[src/rtl/tmr_cap_pkg.sv]
package tmr_cap_pkg;
  typedef enum logic [1:0] {
    MODE_DUAL8 = 2'd0,
    MODE_T8_C8 = 2'd1,
    MODE_T16   = 2'd2,
    MODE_C16   = 2'd3
  } tmr_mode_e;

  function automatic logic mode_wide(tmr_mode_e m);
    return (m == MODE_T16) || (m == MODE_C16);
  endfunction
endpackage

[src/rtl/tmr_edge_sync.sv]
module tmr_edge_sync #(
  parameter int STAGES = 2
) (
  input  logic clk_i,
  input  logic rst_ni,
  input  logic async_i,
  output logic rise_o
);
  logic [STAGES:0] sh_q;

  always_ff @(posedge clk_i or negedge rst_ni) begin
    if (!rst_ni) sh_q <= '0;
    else         sh_q <= {sh_q[STAGES-1:0], async_i};
  end

  assign rise_o = sh_q[STAGES-1] & ~sh_q[STAGES];
endmodule

[src/rtl/tmr_prescaler.sv]
module tmr_prescaler #(
  parameter int W = 8
) (
  input  logic         clk_i,
  input  logic         rst_ni,
  input  logic         clr_i,
  input  logic         tick_i,
  input  logic [W-1:0] reload_i,
  output logic         pulse_o
);
  logic [W-1:0] cnt_q;

  assign pulse_o = tick_i & ~clr_i & (cnt_q == '0);

  always_ff @(posedge clk_i or negedge rst_ni) begin
    if (!rst_ni)     cnt_q <= '0;
    else if (clr_i)  cnt_q <= '0;
    else if (tick_i) cnt_q <= (cnt_q == '0) ? reload_i : cnt_q - 1'b1;
  end
endmodule

[src/rtl/tmr_half.sv]
module tmr_half #(
  parameter int W = 8
) (
  input  logic         clk_i,
  input  logic         rst_ni,
  input  logic         clr_i,
  input  logic         zero_i,
  input  logic         inc_i,
  output logic [W-1:0] cnt_o
);
  always_ff @(posedge clk_i or negedge rst_ni) begin
    if (!rst_ni)              cnt_o <= '0;
    else if (clr_i || zero_i) cnt_o <= '0;
    else if (inc_i)           cnt_o <= cnt_o + 1'b1;
  end
endmodule

[src/rtl/cfg_timer_capture.sv]
module cfg_timer_capture
  import tmr_cap_pkg::*;
#(
  parameter int CNT_W       = 16,
  parameter int PSC_W       = 8,
  parameter int SYNC_STAGES = 2
) (
  input  logic             clk_i,
  input  logic             rst_ni,
  input  logic             tick_i,
  input  logic             ext_cnt_i,
  input  logic [1:0]       cap_i,
  input  logic [1:0]       mode_i,
  input  logic             psc_we_i,
  input  logic [PSC_W-1:0] psc_reload_i,
  input  logic             match_we_i,
  input  logic [CNT_W-1:0] match_i,
  input  logic             flag_clr_we_i,
  input  logic [1:0]       flag_clr_i,
  output logic [CNT_W-1:0] count_o,
  output logic [CNT_W-1:0] cap_o,
  output logic [1:0]       irq_o
);
  localparam int HALF_W  = CNT_W / 2;
  localparam int N_ASYNC = 3;

  tmr_mode_e        mode_q;
  logic [PSC_W-1:0] reload_q;
  logic [CNT_W-1:0] match_q;
  logic             mode_chg, wide, psc_pulse;
  logic [N_ASYNC-1:0] async_in, rise;
  logic             ext_rise;
  logic [1:0]       cap_rise;

  assign mode_chg = (mode_i != mode_q);
  assign wide     = mode_wide(mode_q);

  // index 0: external events, 1..2: capture triggers
  assign async_in = {cap_i, ext_cnt_i};

  for (genvar g = 0; g < N_ASYNC; g++) begin : g_sync
    tmr_edge_sync #(.STAGES(SYNC_STAGES)) u_sync (
      .clk_i  (clk_i),
      .rst_ni (rst_ni),
      .async_i(async_in[g]),
      .rise_o (rise[g])
    );
  end

  assign ext_rise = rise[0];
  assign cap_rise = rise[2:1];

  tmr_prescaler #(.W(PSC_W)) u_psc (
    .clk_i   (clk_i),
    .rst_ni  (rst_ni),
    .clr_i   (mode_chg),
    .tick_i  (tick_i),
    .reload_i(reload_q),
    .pulse_o (psc_pulse)
  );

  always_ff @(posedge clk_i or negedge rst_ni) begin
    if (!rst_ni) begin
      mode_q   <= MODE_DUAL8;
      reload_q <= '0;
      match_q  <= '0;
    end else begin
      mode_q <= tmr_mode_e'(mode_i);
      if (psc_we_i)   reload_q <= psc_reload_i;
      if (match_we_i) match_q  <= match_i;
    end
  end

  // step enables per half
  logic en_lo, en_hi;
  assign en_lo = ~mode_chg & ((mode_q == MODE_C16)   ? ext_rise : psc_pulse);
  assign en_hi = ~mode_chg & ((mode_q == MODE_T8_C8) ? ext_rise : psc_pulse);

  logic [HALF_W-1:0] cnt_h [2];
  logic [1:0]        h_inc, h_zero;
  logic              hit_lo, hit_hi, hit_all;

  assign hit_lo  = (cnt_h[0] == match_q[HALF_W-1:0]);
  assign hit_hi  = (cnt_h[1] == match_q[CNT_W-1:HALF_W]);
  assign hit_all = hit_lo & hit_hi;

  always_comb begin
    if (wide) begin
      h_zero[0] = en_lo & hit_all;
      h_inc[0]  = en_lo & ~hit_all;
      h_zero[1] = h_zero[0];
      h_inc[1]  = h_inc[0] & (&cnt_h[0]);
    end else begin
      h_zero[0] = en_lo & hit_lo;
      h_inc[0]  = en_lo & ~hit_lo;
      h_zero[1] = en_hi & hit_hi;
      h_inc[1]  = en_hi & ~hit_hi;
    end
  end

  for (genvar g = 0; g < 2; g++) begin : g_half
    tmr_half #(.W(HALF_W)) u_half (
      .clk_i (clk_i),
      .rst_ni(rst_ni),
      .clr_i (mode_chg),
      .zero_i(h_zero[g]),
      .inc_i (h_inc[g]),
      .cnt_o (cnt_h[g])
    );
  end

  assign count_o = {cnt_h[1], cnt_h[0]};

  // sticky flags, set has priority over clear
  logic [1:0] flag_set;
  assign flag_set = {h_zero[1] & ~wide, h_zero[0]};

  always_ff @(posedge clk_i or negedge rst_ni) begin
    if (!rst_ni) irq_o <= '0;
    else irq_o <= (irq_o & ~({2{flag_clr_we_i}} & flag_clr_i)) | flag_set;
  end

  // capture: joined modes load both bytes from trigger 0
  logic ld_lo, ld_hi;
  assign ld_lo = cap_rise[0];
  assign ld_hi = wide ? cap_rise[0] : cap_rise[1];

  always_ff @(posedge clk_i or negedge rst_ni) begin
    if (!rst_ni) cap_o <= '0;
    else begin
      if (ld_lo) cap_o[HALF_W-1:0]     <= cnt_h[0];
      if (ld_hi) cap_o[CNT_W-1:HALF_W] <= cnt_h[1];
    end
  end
endmodule

[config.mk]
export PLATFORM = sky130hd
export DESIGN_NAME = cfg_timer_capture
export DESIGN_NICKNAME = d
export VERILOG_FILES = /design/src/rtl/tmr_cap_pkg.sv /design/src/rtl/tmr_edge_sync.sv /design/src/rtl/tmr_prescaler.sv /design/src/rtl/tmr_half.sv /design/src/rtl/cfg_timer_capture.sv
export SDC_FILE = /design/constraint.sdc
export NUM_CORES = 1
export LEC_CHECK = 0
export BUFFER_PORTS_ARGS = -buffer_cell sky130_fd_sc_hd__buf_4
export CAP_MARGIN = 20
export CORE_UTILIZATION = 40
export DETAILED_ROUTE_END_ITERATION = 7
export PLACE_DENSITY_LB_ADDON = 0.25
export SETUP_SLACK_MARGIN = 0.05
export SYNTH_ARGS = -nofsm -noshare
export SYNTH_HDL_FRONTEND = slang
export SYNTH_SLANG_ARGS = --single-unit
[constraint.sdc]
create_clock -name clk_i -period 2.65 [get_ports clk_i]
set_input_delay 0.265 -clock clk_i [delete_from_list [all_inputs] [get_ports clk_i]]
set_output_delay 0.265 -clock clk_i [all_outputs]
set_load 0.05 [all_outputs]
==> flow_metrics.env <==
export IMPL_syn_nets=355
export IMPL_wl_met1_um=3590
export IMPL_synth_ff_type="dfrtp_1"
export IMPL_clk_path_buf_depth=2
export IMPL_ctsHoldBuffers=0
export IMPL_die_x_um=97.2
export IMPL_grt_pass1_vias=2568
export IMPL_maxSlewViolCount=0
export IMPL_route_detailed_drc=0
export IMPL_status="finished clean"
export IMPL_ff2ff_path_depth=8
export IMPL_areaGrowthSynthToFinish_pct=21.1
export IMPL_fin_crit_sh_pct=85.4
export IMPL_wire_per_inst_um=14.7
export IMPL_fin_setup_tns_ps=0
export IMPL_synth_edff_count=0
export IMPL_cts_buffers=9
export IMPL_fmax_mhz=442
export IMPL_synth_compound_area_share_pct=7.94
export IMPL_finClkSkew_ps=10.0
export IMPL_powerDensity_nw_per_um2=549
export IMPL_power_leakage_uw=0.00200
export IMPL_yosys_top_cells_count="dfrtp_1, mux2_2, nand2_1"
export IMPL_syn_inst=314
export IMPL_async_flop_share_pct=100
export IMPL_syn_cell_area_sq_um=3620
export IMPL_cts_tree="yes"
export IMPL_critical_path_endpoint_type="flop"
export IMPL_post_cts_buffers=0
export IMPL_setup_viol_count_final=0
export IMPL_cp_start_kind="flop"
export IMPL_htreeDepth=3
export IMPL_row_count=34
export IMPL_wl_um=7280
export IMPL_synth_avg_cell_area_sq_um=11.5
export IMPL_dr_pass1_iters=4
export IMPL_slew_headroom_pct=36.2
export IMPL_synth_distinct_cells=46
export IMPL_p_comb_share_pct=15.0
export IMPL_grt_pass1_wl_um=12800
export IMPL_postCtsResizedCells=0
export IMPL_rsz0062_at_grt="no"
export IMPL_root_buffer="clkbuf_8"
export IMPL_grt_max_degree=78
export IMPL_post_synth_top_area_cell="dfrtp_1"
export IMPL_post_dp_hpwl_um=5180
export IMPL_ir_worst_vdd_mv=0.199
export IMPL_hold_depth=1
export IMPL_dr_total_vias=2568
export IMPL_muxShareOfSynthArea_pct=15.5
export IMPL_critPathMaxFanout=9
export IMPL_wl_met2_um=3360
export IMPL_overflow=0
export IMPL_final_nets=424
export IMPL_drt_iter0_markers=141
export IMPL_cp_cell_sequence="inv_1 -> ha_1 -> nor4b_4 -> a21o_1 -> o2111ai_1 -> o21a_1 -> or4_1 -> a21oi_1"
export IMPL_crit_type="reg -> reg"
export IMPL_hold_viol=0
export IMPL_port_buffers=70
export IMPL_pwr_share_clk_pct=31.7
export IMPL_viasPerCell=5.18
export IMPL_fp_dieH_um=97.2
export IMPL_crit_buf_inv=1
export IMPL_drive_gt1_share_pct=33.5
export IMPL_ys_seq_area_share_pct=53.2
export IMPL_seqPwrFrac_pct=53.3
export IMPL_wl_met3_um=225
export IMPL_cts_num_sinks=77
export IMPL_coreArea_sq_um=8760
export IMPL_cp_depth=8
export IMPL_clkLatencyLatePin_ps=340
export IMPL_clk_pin_slew_ps=80
export IMPL_synth_top_area_share_pct=53.2
export IMPL_synth_top_family_by_area="multiplexers"
export IMPL_fin_util_pct=50.1
export IMPL_io_pins=71
export IMPL_drtAntennaViolNets=0
export IMPL_required_ps=2920
export IMPL_synth_area_leaders="dfrtp_1, mux2_2, xnor2_1"
export IMPL_yosysMostFrequentCell="dfrtp_1"
export IMPL_dr_max_layer_used="met4"
export IMPL_p_sw_share_pct=27.7
export IMPL_critPathSlowestCell="or4_1"
export IMPL_grt_usage_pct=17.0
export IMPL_worstPathArrival_ps=2530
export IMPL_crit_family="simple AND/OR/NAND/NOR gates"
export IMPL_p_switching_uw=668
export IMPL_place_congestion=0.829
export IMPL_fin_crit_ps=2260
export IMPL_max_stage_delay_ps=510
export IMPL_synth_simple_area_share_pct=14.8
export IMPL_p_int_uw=1740
export IMPL_diodes=0
export IMPL_synthAdderAreaFrac_pct=1.38
export IMPL_drv_cap=0
export IMPL_initial_core_util_pct=41.4
export IMPL_hp_class="in -> reg"
export IMPL_yosys_warnings=0
export IMPL_worstMarginPinSlew_ps=957
export IMPL_synth_seq_cells=77
export IMPL_antenna_found_initial=0
export IMPL_synthXorXnorAreaFrac_pct=4.35
export IMPL_dieArea_sq_um=9450
[metal layers]
metal / vias up / global-route usage (%)
li1: 1259 / -
met1: 1253 / 24.2
met2: 47 / 25.7
met3: 9 / 3.24
met4: 0 / 6.66
met5: - / 0
[through the flow]
step           hold slack, ps  area, sq um  std cells  total power [uW]  setup slack [ps]
2_1_floorplan           -30.6         3620        314              1550               353
3_3_place_gp              334         4220        480              1660               521
3_5_place_dp              335         4220        480              1670               429
4_1_cts                  9.83         4390        496              2440               400
5_1_grt                  8.02         4390        496              2550               121
6_report                 27.0         4390        496              2410               388
[cells in the final DEF, fill, tap and decap left out, types with 2 or more instances in the layout]
| master | netlist | routed |
|---|---|---|
| nand4_1 | 8 | 8 |
| or4_1 | 2 | 2 |
| nand2b_1 | 6 | 6 |
| a21oi_1 | 8 | 8 |
| inv_1 | 9 | 9 |
| xnor2_1 | 17 | 17 |
| a31oi_1 | 2 | 2 |
| nand3_1 | 9 | 9 |
| nor4b_4 | 2 | 2 |
| a22o_1 | 2 | 2 |
| and3_1 | 2 | 2 |
| o21ai_0 | 13 | 13 |
| mux2_2 | 40 | 40 |
| ha_1 | 4 | 4 |
| buf_4 | 0 | 71 |
| nor3_1 | 6 | 6 |
| o31ai_1 | 2 | 2 |
| dfrtp_1 | 77 | 77 |
| a22oi_1 | 2 | 2 |
| nand3b_1 | 3 | 3 |
| and2_1 | 4 | 4 |
| a211oi_1 | 4 | 4 |
| nand2_1 | 31 | 31 |
| clkinvlp_4 | 0 | 4 |
| nand4b_1 | 2 | 2 |
| clkbuf_8 | 0 | 9 |
| clkinv_2 | 0 | 2 |
| mux2i_1 | 11 | 11 |
| nor2_1 | 14 | 14 |
| nor2b_1 | 4 | 4 |
[power groups by stage]
stage	clock [uW]	sequential (uW)	combinational, uW
2_1_floorplan	0	1310	238
3_3_place_gp	0	1310	356
3_5_place_dp	0	1310	365
4_1_cts	789	1290	366
5_1_grt	847	1300	408
6_report	764	1280	362
[state kept, by name (all words and copies together) (netlist names)]
| name | cells |
|---|---|
| g_sync.u_sync.sh_q | 9 |
| reload_q | 8 |
| cap_o | 16 |
| mode_q | 2 |
| u_psc.cnt_q | 8 |
| match_q | 16 |
| irq_o | 2 |
| g_half.u_half.cnt_o | 16 |
[worst paths after layout]
path / end / slack (ps) / from
hold reg to reg: g_sync[2].u_sync.sh_q[1] / 350 / g_sync[2].u_sync.sh_q[0]
max in group asynchronous: reload_q[0] / 1970 / rst_ni
setup reg to reg: g_half[1].u_half.cnt_o[5] / 390 / u_psc.cnt_q[0]
setup / recovery: g_half[1].u_half.cnt_o[5] / 390 / u_psc.cnt_q[0]
min in group asynchronous: g_sync[1].u_sync.sh_q[0] / 70 / rst_ni
hold / removal: g_sync[1].u_sync.sh_q[0] / 30 / cap_i[0]
[final cells by class]
| cell class | count | area (sq um) |
|---|---|---|
| clock buffers | 10 | 128 |
| clock inverters | 6 | 40.0 |
| fillers | 808 | 4380 |
| inverters | 9 | 33.8 |
| multi-input cells | 215 | 1590 |
| flip-flops and latches | 77 | 1930 |
| well taps | 108 | 135 |
| repair buffers | 71 | 533 |
[cell families (layout without fill, tap and decap cells)]
kind of cell    count (synthesis)  in the layout
fa+ha+maj                       4              4
compound gates                 44             44
xor+xnor                       18             18
simple gates                   98             98
mux                            51             51
buf+inv                        22             96
flops                          77             77
Note: power is estimated with default switching activity, not from simulation.
